**src/rtl/pwmd_pkg.sv**
```systemverilog
package pwmd_pkg;

  localparam int DATA_W       = 32;
  localparam int CNT_W        = 16;
  localparam int PSEL_W       = 4;
  localparam int DIV_W        = 17;
  localparam int FIELD_W      = 10;
  localparam int FIELD_STRIDE = 15;
  localparam int READY_LSB    = 28;
  localparam int MAX_CH       = 2;

  // Per-channel settings, MSB first so the cast matches the control field.
  typedef struct packed {
    logic                byp;
    logic                pulse;
    logic                mode;
    logic                gate;
    logic                act;
    logic                en;
    logic [PSEL_W-1:0]   psel;
  } chan_cfg_t;

  // Module clocks per tick for a prescaler code; zero means the tick halts.
  function automatic logic [DIV_W-1:0] psel_divisor(input logic [PSEL_W-1:0] code);
    logic [DIV_W-1:0] d;
    case (code)
      4'd0:    d = DIV_W'(120);
      4'd1:    d = DIV_W'(180);
      4'd2:    d = DIV_W'(240);
      4'd3:    d = DIV_W'(360);
      4'd4:    d = DIV_W'(480);
      4'd5:    d = DIV_W'(12000);
      4'd6:    d = DIV_W'(24000);
      4'd7:    d = DIV_W'(36000);
      4'd8:    d = DIV_W'(48000);
      4'd9:    d = DIV_W'(72000);
      4'd15:   d = DIV_W'(1);
      default: d = '0;
    endcase
    return d;
  endfunction

  // Output level of a channel from its counting state and compare value.
  function automatic logic drive_level(input logic running,
                                       input logic [CNT_W-1:0] count,
                                       input logic [CNT_W-1:0] compare,
                                       input logic active_hi);
    return (running && (count < compare)) ? active_hi : ~active_hi;
  endfunction

endpackage

```
**src/rtl/pwmd_regs.sv**
```systemverilog
module pwmd_regs
  import pwmd_pkg::*;
#(
  parameter int NUM_CH = 2,
  parameter int ADDR_W = 4
) (
  input  logic                          clk,
  input  logic                          rst_n,
  input  logic [ADDR_W-1:0]             bus_addr,
  input  logic [DATA_W-1:0]             bus_wdata,
  input  logic                          bus_we,
  output logic [DATA_W-1:0]             bus_rdata,
  input  logic [NUM_CH-1:0]             ch_ready,
  output chan_cfg_t [NUM_CH-1:0]        ch_cfg,
  output logic [NUM_CH-1:0][CNT_W-1:0]  sh_prd,
  output logic [NUM_CH-1:0][CNT_W-1:0]  sh_duty,
  output logic [NUM_CH-1:0]             sh_wr
);

  localparam int IDX_W = ADDR_W - 2;

  logic [IDX_W-1:0] word_idx;
  logic             ctrl_sel;

  assign word_idx = bus_addr[ADDR_W-1:2];
  assign ctrl_sel = (word_idx == '0);

  for (genvar c = 0; c < NUM_CH; c++) begin : g_ch
    localparam int LSB = c * FIELD_STRIDE;
    logic prd_sel;
    assign prd_sel  = (word_idx == IDX_W'(c + 1));
    assign sh_wr[c] = bus_we && prd_sel;

    always_ff @(posedge clk or negedge rst_n) begin
      if (!rst_n) begin
        ch_cfg[c] <= '0;
      end else if (bus_we && ctrl_sel) begin
        ch_cfg[c] <= chan_cfg_t'(bus_wdata[LSB +: FIELD_W]);
      end
    end

    always_ff @(posedge clk or negedge rst_n) begin
      if (!rst_n) begin
        sh_prd[c]  <= '0;
        sh_duty[c] <= '0;
      end else if (sh_wr[c]) begin
        sh_prd[c]  <= bus_wdata[DATA_W-1 -: CNT_W];
        sh_duty[c] <= bus_wdata[CNT_W-1:0];
      end
    end
  end

  always_comb begin
    bus_rdata = '0;
    if (ctrl_sel) begin
      for (int c = 0; c < NUM_CH; c++) begin
        bus_rdata[c*FIELD_STRIDE +: FIELD_W] = ch_cfg[c];
        bus_rdata[READY_LSB + c]             = ch_ready[c];
      end
    end else begin
      for (int c = 0; c < NUM_CH; c++) begin
        if (word_idx == IDX_W'(c + 1)) begin
          bus_rdata = {sh_prd[c], sh_duty[c]};
        end
      end
    end
  end

endmodule

```
**src/rtl/pwmd_prescaler.sv**
```systemverilog
module pwmd_prescaler
  import pwmd_pkg::*;
(
  input  logic              clk,
  input  logic              rst_n,
  input  logic              run,
  input  logic [PSEL_W-1:0] psel,
  output logic              tick
);

  logic [DIV_W-1:0] div;
  logic [DIV_W-1:0] pcnt_q;
  logic             halted;

  assign div    = psel_divisor(psel);
  assign halted = (div == '0);
  assign tick   = run && !halted && (pcnt_q >= div - 1'b1);

  always_ff @(posedge clk or negedge rst_n) begin
    if (!rst_n) begin
      pcnt_q <= '0;
    end else if (!run || tick) begin
      pcnt_q <= '0;
    end else if (!halted) begin
      pcnt_q <= pcnt_q + 1'b1;
    end
  end

endmodule

```
**src/rtl/pwmd_channel.sv**
```systemverilog
module pwmd_channel
  import pwmd_pkg::*;
(
  input  logic             clk,
  input  logic             rst_n,
  input  chan_cfg_t        cfg,
  input  logic             tick,
  input  logic [CNT_W-1:0] sh_prd,
  input  logic [CNT_W-1:0] sh_duty,
  input  logic             sh_wr,
  output logic             run,
  output logic             level,
  output logic             ready,
  output logic [CNT_W-1:0] cnt,
  output logic [CNT_W-1:0] prd_act,
  output logic [CNT_W-1:0] duty_act
);

  logic             pend_q;
  logic             cyc_end;
  logic             load;
  logic [CNT_W-1:0] cnt_q;
  logic [CNT_W-1:0] prd_q;
  logic [CNT_W-1:0] duty_q;

  assign run     = cfg.gate && cfg.en && !cfg.byp;
  assign cyc_end = tick && (cnt_q >= prd_q);
  assign load    = pend_q && (!run || cyc_end);

  always_ff @(posedge clk or negedge rst_n) begin
    if (!rst_n) begin
      cnt_q <= '0;
    end else if (!run) begin
      cnt_q <= '0;
    end else if (tick) begin
      cnt_q <= cyc_end ? '0 : cnt_q + 1'b1;
    end
  end

  always_ff @(posedge clk or negedge rst_n) begin
    if (!rst_n) begin
      pend_q <= 1'b0;
    end else if (sh_wr) begin
      pend_q <= 1'b1;
    end else if (load) begin
      pend_q <= 1'b0;
    end
  end

  always_ff @(posedge clk or negedge rst_n) begin
    if (!rst_n) begin
      prd_q  <= '0;
      duty_q <= '0;
    end else if (load) begin
      prd_q  <= sh_prd;
      duty_q <= sh_duty;
    end
  end

  assign level    = drive_level(run, cnt_q, duty_q, cfg.act);
  assign ready    = !pend_q;
  assign cnt      = cnt_q;
  assign prd_act  = prd_q;
  assign duty_act = duty_q;

endmodule

```
**src/rtl/pwm_dual_ctrl.sv**
```systemverilog
module pwm_dual_ctrl
  import pwmd_pkg::*;
#(
  parameter int NUM_CH = 2,
  parameter int ADDR_W = 4
) (
  input  logic              clk,
  input  logic              rst_n,
  input  logic [ADDR_W-1:0] bus_addr,
  input  logic [31:0]       bus_wdata,
  input  logic              bus_we,
  output logic [31:0]       bus_rdata,
  output logic [NUM_CH-1:0] pwm_out
);

  chan_cfg_t [NUM_CH-1:0]        ch_cfg;
  logic [NUM_CH-1:0][CNT_W-1:0]  sh_prd;
  logic [NUM_CH-1:0][CNT_W-1:0]  sh_duty;
  logic [NUM_CH-1:0][CNT_W-1:0]  ch_cnt;
  logic [NUM_CH-1:0][CNT_W-1:0]  ch_prd;
  logic [NUM_CH-1:0][CNT_W-1:0]  ch_duty;
  logic [NUM_CH-1:0]             sh_wr;
  logic [NUM_CH-1:0]             ch_ready;
  logic [NUM_CH-1:0]             ch_run;
  logic [NUM_CH-1:0]             ch_tick;
  logic [NUM_CH-1:0]             ch_level;
  logic [NUM_CH-1:0]             ch_act;
  logic [NUM_CH-1:0]             ch_byp;

  pwmd_regs #(.NUM_CH(NUM_CH), .ADDR_W(ADDR_W)) u_regs (
    .clk       (clk),
    .rst_n     (rst_n),
    .bus_addr  (bus_addr),
    .bus_wdata (bus_wdata),
    .bus_we    (bus_we),
    .bus_rdata (bus_rdata),
    .ch_ready  (ch_ready),
    .ch_cfg    (ch_cfg),
    .sh_prd    (sh_prd),
    .sh_duty   (sh_duty),
    .sh_wr     (sh_wr)
  );

  for (genvar c = 0; c < NUM_CH; c++) begin : g_ch
    pwmd_prescaler u_pre (
      .clk   (clk),
      .rst_n (rst_n),
      .run   (ch_run[c]),
      .psel  (ch_cfg[c].psel),
      .tick  (ch_tick[c])
    );

    pwmd_channel u_chan (
      .clk      (clk),
      .rst_n    (rst_n),
      .cfg      (ch_cfg[c]),
      .tick     (ch_tick[c]),
      .sh_prd   (sh_prd[c]),
      .sh_duty  (sh_duty[c]),
      .sh_wr    (sh_wr[c]),
      .run      (ch_run[c]),
      .level    (ch_level[c]),
      .ready    (ch_ready[c]),
      .cnt      (ch_cnt[c]),
      .prd_act  (ch_prd[c]),
      .duty_act (ch_duty[c])
    );

    assign ch_act[c]  = ch_cfg[c].act;
    assign ch_byp[c]  = ch_cfg[c].byp;
    assign pwm_out[c] = ch_byp[c] ? clk : ch_level[c];
  end

endmodule

```
**config.mk**
```make
export PLATFORM = sky130hd
export DESIGN_NAME = pwm_dual_ctrl
export DESIGN_NICKNAME = d
export VERILOG_FILES = /design/src/rtl/pwmd_pkg.sv /design/src/rtl/pwmd_regs.sv /design/src/rtl/pwmd_prescaler.sv /design/src/rtl/pwmd_channel.sv /design/src/rtl/pwm_dual_ctrl.sv
export SDC_FILE = /design/constraint.sdc
export NUM_CORES = 1
export LEC_CHECK = 0
export ABC_CLOCK_PERIOD_IN_PS = 4800
export BUFFER_PORTS_ARGS = -buffer_cell sky130_fd_sc_hd__clkbuf_2
export CORE_UTILIZATION = 40
export CTS_CLUSTER_DIAMETER = 60
export CTS_CLUSTER_SIZE = 25
export DETAILED_ROUTE_END_ITERATION = 6
export PLACE_DENSITY = 0.6
export SLEW_MARGIN = 15
export SYNTH_ARGS = -nofsm -noshare
export SYNTH_HDL_FRONTEND = slang
export SYNTH_SLANG_ARGS = --single-unit
```
**constraint.sdc**
```tcl
create_clock -name clk -period 4.8 [get_ports clk]
set_input_delay 1.2 -clock clk [delete_from_list [all_inputs] [get_ports clk]]
set_output_delay 1.2 -clock clk [all_outputs]
set_load 0.1 [all_outputs]
```
### After elaboration in Yosys (flattened, before gate mapping)

Memories as Yosys holds them, arrays and structs flattened.
Index checks and enable logic that the tools add are counted.

| word-level totals | value |
|---|---|
| flip-flop bits (word level) | 216 |
| bits in read-only memories | 512 |
| input port bits | 39 |
| output and inout port bits | 34 |
| word-level logic and storage cells | 110 |
| memories kept | 2 |

| cells by class | value |
|---|---|
| add/sub/neg operators | 6 |
| $lt $le $gt $ge | 6 |
| equality and inequality tests | 6 |
| multiplexer cells | 26 |
| bitwise gates (word level) | 2 |
| reduce and logical (&&, ||, !) cells | 34 |

Memory list:

| name | depth | bits a word | rd ports | clocked after memory_dff | wr ports | line | text |
|---|---|---|---|---|---|---|---|
| (name not given) | 16 | 16 | 1 | 0 | 0 | pwmd_pkg.sv:26 | `case (code)` |
| (name not given) | 16 | 16 | 1 | 0 | 0 | pwmd_pkg.sv:26 |  |

Operators with widths:

| cell | number |
|---|---|
| 16-bit two-way mux | 6 |
| 17-bit two-way mux | 4 |
| 32-bit two-way mux | 2 |
| 17-bit by 1-bit adder with 17-bit output, second input constant | 2 |
| 17-bit greater-or-equal comparator | 2 |
| 17-bit zero test | 2 |
| 17-bit by 1-bit subtractor with 17-bit output, second input constant | 2 |
| 16-bit by 1-bit adder with 16-bit output, second input constant | 2 |
| 16-bit greater-or-equal comparator | 2 |
| 16-bit less-than comparator | 2 |
| 10-bit two-way mux | 2 |
| 1-bit logical AND | 17 |
| 1-bit zero test | 8 |
| 1-bit two-way mux | 8 |
| 5-bit two-way mux | 1 |
| 1-bit logical OR | 4 |
| 2-bit two-way mux | 2 |
| 2-bit by 1-bit inequality test with 1-bit output, second input constant | 2 |
| 2-bit inequality test, second input constant | 2 |
| 2-bit nonzero test | 2 |
| 3-bit two-way mux | 1 |
| 2-bit by 1-bit equality test with 1-bit output, second input constant | 1 |
| 2-bit equality test, second input constant | 1 |
| 2-bit zero test | 1 |
| 1-bit NOT | 2 |

### Depth between registers and ports, before layout

Gate-level depths: netlist of run 1.
An unclocked memory read counts as a cell.

| depth | value |
|---|---|
| depth in word-level cells | 10 |
| depth in mapped cells | 17 |
| depth with buffers taken out | 13 |

### Hierarchy

Synthesis of run 1 repeated with hierarchy kept, for this count alone.

| second synthesis, totals | value |
|---|---|
| cell total of the unflattened synthesis | 1257 |
| area total of the unflattened synthesis | 13789.5 um^2 |

By module, submodules not included:

| module | instances | cells each | area an instance (um^2) | sequential area each (um^2) |
|---|---|---|---|---|
| pwmd_regs | 1 | 248 | 3976.3 | 2102.0 |
| pwmd_prescaler | 2 | 211 | 1855.5 | 425.4 |
| pwmd_channel at g_ch[1].u_chan | 1 | 295 | 3121.7 | 1226.2 |
| pwmd_channel at g_ch[0].u_chan | 1 | 290 | 2954.1 | 1226.2 |
| pwm_dual_ctrl | 1 | 2 | 26.3 | 0.0 |

==> results.md, run 1 <==
Status:
- The run finished with clean final reports.

STA:
- After routing, the total negative slack on setup checks comes to 0 ns.
- The number of failing hold endpoints at the final stage is 0.
- For the pin with the worst max-slew slack, the measured transition is about 1.0 ns.
- The total setup violations reported at the end of the flow is 0.
- The relative max-transition margin is about a third.
- The final worst clock skew is 0.01521 ns.
- The worst hold slack is ~0.5 ns.
- The count of pins over their slew limit is 0.
- Setup repair after global routing left no endpoint under its margin.

Routing:
- The via count is ~9500.
- The DRC violation count after routing is 0.
- The detailed-route wire length is 32.21 mm.
- The number of antenna-violating nets in the routed design is 0.
- The ratio of routed vias to standard cells is 5.585.
- The detailed router's first-iteration violation count is 483.
- After detailed routing, the average wire length per cell comes to 18.93 um.
- The first detailed-routing pass took 5 iterations.

Cells and area:
- The net count of the finished layout is 1436.
- Once layout is complete, the utilization of the core stands at 47.49%.
- In the final layout, the share of cells above drive strength 1 is 22.40%.
- The final non-filler cell total is 1702.
- Leaving out fill and tap cells, the most frequent cells in the layout are 216 x sky130_fd_sc_hd__dfrtp_1, 113 x sky130_fd_sc_hd__mux2_2, 110 x sky130_fd_sc_hd__ha_1, 91 x sky130_fd_sc_hd__inv_1, 75 x sky130_fd_sc_hd__nor2_1.
- The library cell used most frequently in the layout, excluding fill and tap cells, is sky130_fd_sc_hd__dfrtp_1.
- From synthesis to final layout, the design area changed by 16.26%.

Floorplanning:
- The number of top-level pins is 73.
- The region available for standard cell placement spans between 0.03 and 0.04 mm2.
- The die outline area is between 0.03 and 0.04 mm2.
- For this configuration, the core starts out at a cell density of about 41%.
- The floorplan step set the die height to approximately 180 um.
- The floorplan has 65 rows.
- The floorplan step set the die width to about 180 um.

Power and ir drop:
- Per report_power, the sequential group accounts for 38.2% of the total.
- In this run, the clock network consumes 28.6% of the power.
- In this run, the combinational gates consume between 30% and 40% of the power.
- Summed over all cells, the static leakage comes to 6.902 nW.
- For this design the total switching power over the nets is 2.422 mW.
- The cell-internal power is 4.267 mW.
- Of the total power, the share spent switching nets is 36.21%.
- The design draws between 6 and 7 mW.
- The maximum VDD drop is 0.3524 mV.
- The cell area power density is 445.3 mW/mm2.

Flow run:
- The max-cap check violation count is 0.

Synthesis:
- The number of nets produced by synthesis is 1367.
- The post-synth design cell area is about 0.013 mm2.
- The number of unique standard cell types used by synthesis is 70.
- The post-synthesis instance total is 1218.
- The average cell area after synthesis is between 10 and 15 um2.
- Sequential cells were found to cover 41.83% of the synthesized design area.
- The Yosys step of the flow raised 0 warnings.
- After synthesis, the share of flip-flops with an asynchronous set or reset is 100.0%.
- Yosys mapped a number of flops with a built-in enable equal to 0.
- For this run, the leading register cell type out of synthesis is sky130_fd_sc_hd__dfrtp_1.
- Counting flops and latches in the post-synthesis netlist gives 216.

Global routing:
- The sum of overflow across all layers after global routing is 0.
- The initial antenna violation count is 1.
- Global routing consumed, over all layers together, approximately 20% of the routing resources.
- The via count of the first global-routing pass came to 9507.
- The first global-routing pass estimated 52.67 mm of wire.
- The global-route met3 utilization is under 10%.
- The pin count of the biggest net entering global routing is 112.
- Global routing used 28.53% of the available met1 tracks.
- The global routing stage identified its most utilized layer as met2.
- In the global route stage, met2 resource usage came out at a little under a third.

Hold path:
- Counting instances, the worst hold path has a depth of 1.
- The worst min-delay path startpoint is g_ch[0].u_chan.prd_act[15].
- The hold path endpoint is g_ch[0].u_chan.prd_act[15].
- The classification of the worst-slack hold path is flop to flop.

Setup path:
- The worst reg-to-reg setup slack is between 0.5 and 0.6 ns.
- The maximum fanout encountered on the critical timing path is 2.
- The startpoint identified for the worst register-to-register timing path is u_regs.ch_cfg[11].
- The worst flop-to-flop path endpoint is g_ch[1].u_chan.duty_act[3].
- The data arrival time of the critical path is 3.31 ns.
- STA classifies the critical path startpoint as a clock port.
- For the worst setup path, the data required time is 3.60 ns.
- The path depth of the worst reg2reg path is 14.
- STA classifies the critical path endpoint as an output port.
- The critical path is of the clock port to output port type.

Clocking:
- The clock slew seen by the registers of the worst setup and hold paths is 0.07 ns.
- The clock tree from TritonCTS is built.
- Once the clock tree was built, the setup fixing pass inserted 0 buffers.
- In this run, post-CTS repair resized a total of 0 instances.
- The clock latency on the worst-skew pair is about 0.63 ns.
- The number of hold buffers added after CTS was 0.

Place:
- In this run, placement finished with an instance count of around 1700.
- At the end of routability-driven placement, the weighted congestion stood at 0.8186.
- The detailed placement HPWL is about 23 mm.
- The count of buffers from port buffering is 70.
worst max-delay path by stage:
stage,start,to,cells past startpoint
6_report,clk,pwm_out[1],5
5_1_grt,u_regs.ch_cfg[11],g_ch[1].u_chan.prd_act[6],14
4_1_cts,clk,pwm_out[0],5
3_5_place_dp,u_regs.ch_cfg[11],g_ch[1].u_chan.prd_act[14],14
3_3_place_gp,u_regs.ch_cfg[0],g_ch[0].u_chan.cnt[11],12
2_1_floorplan,bus_addr[2],bus_rdata[0],4
cell usage after synthesis (all sizes together) (3+ instances only):
cell type | n | area (um2)
o221ai | 11 | 96.34
nand4 | 16 | 100.1
mux2 | 145 | 1745
a211oi | 23 | 172.7
o211a | 3 | 30.03
o21a | 3 | 22.52
o211ai | 20 | 155.1
nand2b | 18 | 112.6
and4 | 7 | 63.81
o21ai | 55 | 275.3
a2111oi | 5 | 51.30
xor2 | 10 | 87.58
clkbuf | 30 | 112.6
nor4 | 6 | 52.55
nor3 | 17 | 90.09
o31ai | 3 | 22.52
a21o | 7 | 52.55
a221o | 4 | 40.04
inv | 91 | 341.6
or3 | 3 | 18.77
mux2i | 21 | 210.2
buf | 23 | 136.4
and3 | 13 | 81.33
or4 | 3 | 22.52
a21oi | 40 | 204.0
nand3b | 3 | 35.03
nand2 | 74 | 277.8
ha | 110 | 1376
and2 | 7 | 43.79
a31oi | 4 | 25.02
nor2 | 75 | 281.5
nor2b | 31 | 193.9
o2bb2ai | 12 | 105.1
xnor2 | 18 | 157.7
a221oi | 6 | 58.80
dfrtp | 216 | 5405
a22o | 28 | 245.2
nand3 | 28 | 140.1
nor3b | 4 | 30.03
a32o | 6 | 60.06
sequential cells by signal, indices dropped and copies added, names as in the netlist:
signal and cells:
u_regs.sh_duty 32, g_ch.u_chan.duty_act 32, g_ch.u_chan.pend_q 2, g_ch.u_pre.pcnt_q 34
g_ch.u_chan.cnt 32, u_regs.sh_prd 32, u_regs.ch_cfg 20, g_ch.u_chan.prd_act 32
final cells by class:
type / instances / area, um2
Fill cell: 2859 / 16610
Tap cell: 402 / 503.0
Sequential cell: 216 / 5405
Multi-Input combinational cell: 858 / 6945
Clock buffer: 27 / 624.3
Inverter: 91 / 341.6
Timing Repair Buffer: 94 / 1051
Antenna cell: 1 / 2.502
Clock inverter: 13 / 150.1
kinds of logic (layout without fill, tap and decap cells):
| logic type | Yosys count | count (layout) | share of synthesized area (%) |
|---|---|---|---|
| AOI/OAI and AO/OA | 245 | 245 | 13.72 |
| xor gates and xnor gates | 28 | 28 | 1.898 |
| adders and majority gates | 110 | 110 | 10.65 |
| buffers and inverters | 144 | 225 | 4.570 |
| DFF | 216 | 216 | 41.83 |
| muxes | 166 | 166 | 15.13 |
| other | 0 | 1 | 0 |
| and+or+nand+nor | 309 | 309 | 12.20 |
metrics by stage:
| step | cell area (um2) | setup WS (ns) |
|---|---|---|
| 4_1_cts | 15020 | 0.2630 |
| 5_1_grt | 15020 | 0.1883 |
| 3_3_place_gp | 14260 | 0.5731 |
| 6_report | 15020 | 0.2883 |
| 2_1_floorplan | 12920 | 0.1272 |
| 3_5_place_dp | 14260 | 0.5850 |
worst max-delay path, cell delays in order:
cell	delay [ns]
sky130_fd_sc_hd__clkbuf_16	0.13
sky130_fd_sc_hd__clkbuf_16	0.13
sky130_fd_sc_hd__nand2b_1	0.13
sky130_fd_sc_hd__o311a_1	0.14
sky130_fd_sc_hd__clkbuf_2	0.38
routing by layer:
metal / part of all wire (%) / up-vias
li1: - / 4560
met1: 49 / 4713
met5: 0 / -
met4: 2.5 / 0
met3: 3.7 / 55
met2: 45 / 178
power groups by stage:
| stage | registers, mW | clock network [mW] | logic [mW] |
|---|---|---|---|
| 2_1_floorplan | 2.45 | 0.0990 | 1.65 |
| 3_3_place_gp | 2.58 | 0.107 | 2.16 |
| 3_5_place_dp | 2.59 | 0.107 | 2.21 |
| 4_1_cts | 2.56 | 1.97 | 2.23 |
| 5_1_grt | 2.62 | 2.03 | 2.44 |
| 6_report | 2.56 | 1.92 | 2.22 |
(Power assumes the default switching activity.)
==> inputs of run 2 (changes only) <==
Settings changed: ABC_CLOCK_PERIOD_IN_PS 4800 to 5450, CELL_PAD_IN_SITES_DETAIL_PLACEMENT set to 0, CELL_PAD_IN_SITES_GLOBAL_PLACEMENT set to 1, PLACE_DENSITY 0.6 to 0.71.
Clock period 4.8 ns to 5.45 ns, I/O delays scaled along.
==> run 2 against run 1 <==
Compared with the run above: hold slack worse by 0.0071 ns; cell count unchanged; total power down 10%; sequential power down 12%; clock skew up 0.016 ns; largest cell class unchanged; critical endpoint unchanged; clock power about the same; utilization down 1.3 points; first-iteration DRC count up 7.7%; non-clock buffer count down 7.
==> results.md, run 2 (synthesized netlist as in run 1, its figures left out) <==
Clocking:
- The clock latency on the worst-skew pair is 0.65 ns.
- Clock-pin slew was measured on the worst setup and hold paths at approximately 0.090 ns.
- The cts-stage hold buffer count is 0.
- The number of cells upsized or downsized after cts is 0.
- The clock tree from TritonCTS is built.
- Buffers added to address setup during post-CTS repair amount to 0.

Place:
- The final weighted congestion in routability-driven placement is 0.7715.
- The detailed placement HPWL is 23.02 mm.
- Before CTS, the worst setup slack after placement is 0.7816 ns.
- The count of buffers from port buffering is 70.

Power and ir drop:
- The design draws 5.996 mW.
- Per report_power, the sequential group accounts for between 30% and 40% of the total.
- Combinational cells account for 30.0% of the total power.
- The cell-internal power is 3.767 mW.
- The cell area power density is 410.3 mW/mm2.
- Net switching is 37.18% of the power.
- The analysis attributes to net switching a power of approximately 2.2 mW.
- The relative contribution of the clock network to total power is 32.3%.
- The maximum VDD drop is 0.3209 mV.
- For this design the static power due to leakage is 6.786 nW.

Setup path:
- The maximum fanout encountered on the critical timing path is 2.
- The category of the critical setup timing path is clock port to output port.
- The required time of the critical path is a little over 4 ns.
- The worst setup path is captured at an output port.
- For the worst setup path, the data arrival time is around 3.6 ns.
- The startpoint class of the critical path is a clock port.

Routing:
- After detailed routing, the average wire length per cell comes to 19.07 um.
- In this run the remaining antenna-violating nets after routing total 0.
- Dividing the detail-routed via count by the number of cells gives approximately 5.6.
- The first-pass detailed-route iteration total is 4.
- The DRC violation count after routing is 0.
- The first routing iteration left 520 violations.
- The detailed-route wire length is ~32 mm.
- The via count is roughly 9500.

Floorplanning:
- The initial standard-cell utilization of the core is 40.85%.
- The die span in y is 181.7 um.
- The floorplan die width is 181.7 um.
- The number of rows in the core area is 65.
- 73 I/O pins were placed.
- The die covers 0.03303 mm2.
- The core outline area is 0.03164 mm2.

Cells and area:
- The top cell types in the final layout, fill and taps aside, are 216 x sky130_fd_sc_hd__dfrtp_1, 113 x sky130_fd_sc_hd__mux2_2, 110 x sky130_fd_sc_hd__ha_1, 91 x sky130_fd_sc_hd__inv_1, 75 x sky130_fd_sc_hd__nor2_1.
- The register with the most flip-flops in the layout has 34 of them.
- In the final layout, the multi-input gates occupy 0.006945 mm2.
- Leaving out fill and tap cells, the most frequent cell in the layout is sky130_fd_sc_hd__dfrtp_1.
- The final layout contains approximately 1400 nets.
- Once layout is complete, the utilization of the core stands at 46.20%.
- The layout has 2922 filler cells.
- The share of layout cells above drive strength 1 is 22.34%.
- g_ch.u_pre.pcnt_q holds more flip-flops than any other register.
- The layout overhead on the synthesized area is 13.10%.
- Across the whole layout, storage elements account for 0.005405 mm2.

Global routing:
- The via count of the first global-routing pass is around 9600.
- In the global route stage, met3 resource usage came out at 3.791%.
- The fraction of met1 tracks used by global routing is 28.72%.
- The initial antenna violation count is 2.
- The total global-route track usage is 20.42%.
- The total overflow left after global routing is 0.
- met2 is the most crowded layer.
- The global routing met2 resource utilization is 32.63%.
- The global-route wire length before repair is 53.18 mm.
- The pin count of the biggest net entering global routing is about 130.

STA:
- Setup repair after global routing left no endpoint under its margin.
- The count of pins over their slew limit is 0.
- The number of failing hold endpoints at the final stage is 0.
- In this run the tightest slew margin relative to its limit is 29.41%.
- Setup total negative slack on the finished layout was measured at 0 ns.
- Setup violations remaining at the end of the flow were counted as 0.
- The worst path meets setup with 0.4535 ns of slack.
- For the final database, setup skew stands at 0.03150 ns.
- At the pin with the least slew margin, the transition time is between 1 and 1.5 ns.
- Across all hold checks on the routed design, the worst slack comes to between 0.4 and 0.5 ns.

Hold path:
- In this run the worst hold path is classified as flop to flop.

Status:
- The run finished with clean final reports.

Flow run:
- The max-cap check violation count is 0.
run 2: cell count changes in the layout (fill, tap and decap cells not counted):
cell	delta
sky130_fd_sc_hd__buf_12	-34
sky130_fd_sc_hd__buf_4	-5
sky130_fd_sc_hd__clkbuf_16	+3
sky130_fd_sc_hd__clkbuf_2	+32
sky130_fd_sc_hd__clkinv_2	-2
sky130_fd_sc_hd__clkinv_8	-1
sky130_fd_sc_hd__clkinvlp_4	-1
sky130_fd_sc_hd__diode_2	+1
sky130_fd_sc_hd__inv_12	+3
sky130_fd_sc_hd__inv_16	+2
sky130_fd_sc_hd__inv_6	+2
sky130_fd_sc_hd__o21ai_0	+1
sky130_fd_sc_hd__o21ai_1	-1
run 2: power groups by stage:
stage | clock network, mW | registers, mW | logic, mW
after floorplan | 0.0872 | 2.16 | 1.45
after global placement | 0.0939 | 2.28 | 1.78
after detailed placement | 0.0939 | 2.29 | 1.81
after CTS | 1.99 | 2.26 | 1.82
after global routing | 2.06 | 2.31 | 2.01
final | 1.94 | 2.26 | 1.80
run 2: layer usage:
layer / share of wire [%] / up-vias / wire length (um)
met5: 0 / - / 0
met4: 1.5 / 0 / 499
met3: 4.9 / 37 / 1599
met2: 45 / 188 / 14620
met1: 49 / 4683 / 15740
li1: - / 4560 / -
run 2: per-stage QoR:
| stage | instances | area, um2 |
|---|---|---|
| 6_report | 1702 | 14620 |
| 2_1_floorplan | 1218 | 12920 |
| 3_5_place_dp | 1656 | 13700 |
| 3_3_place_gp | 1656 | 13700 |
| 4_1_cts | 1700 | 14610 |
| 5_1_grt | 1700 | 14610 |
run 2: path summary, 6_finish.rpt:
kind                                            start                         end  slack [ns]  cells past startpoint
setup / recovery                                  clk                  pwm_out[1]        0.45                      5
hold / removal             g_ch[0].u_chan.prd_act[15]  g_ch[0].u_chan.prd_act[15]        0.49                      1
setup reg to reg                    u_regs.ch_cfg[11]  g_ch[1].u_chan.prd_act[14]        0.90                     13
hold reg to reg            g_ch[0].u_chan.prd_act[15]  g_ch[0].u_chan.prd_act[15]        0.49                      1
max in group asynchronous                       rst_n  g_ch[0].u_chan.duty_act[9]        3.54                      2
min in group asynchronous                       rst_n      g_ch[1].u_chan.cnt[11]        0.82                      1
run 2: layout make-up:
| type | instances | area share [%] |
|---|---|---|
| multi-input cells | 858 | 47.52 |
| flip-flops and latches | 216 | 36.98 |
| clock buffers | 30 | 4.786 |
| well taps | 402 | 3.441 |
| repair buffers | 87 | 3.373 |
| inverters | 91 | 2.337 |
| clock inverters | 16 | 1.524 |
| diodes | 2 | 0.03424 |
run 2: worst max-delay path: stages:
cell                        delay [ns]
sky130_fd_sc_hd__clkbuf_16        0.13
sky130_fd_sc_hd__clkbuf_16        0.13
sky130_fd_sc_hd__nand2b_1         0.13
sky130_fd_sc_hd__o311a_1          0.14
sky130_fd_sc_hd__clkbuf_2         0.38
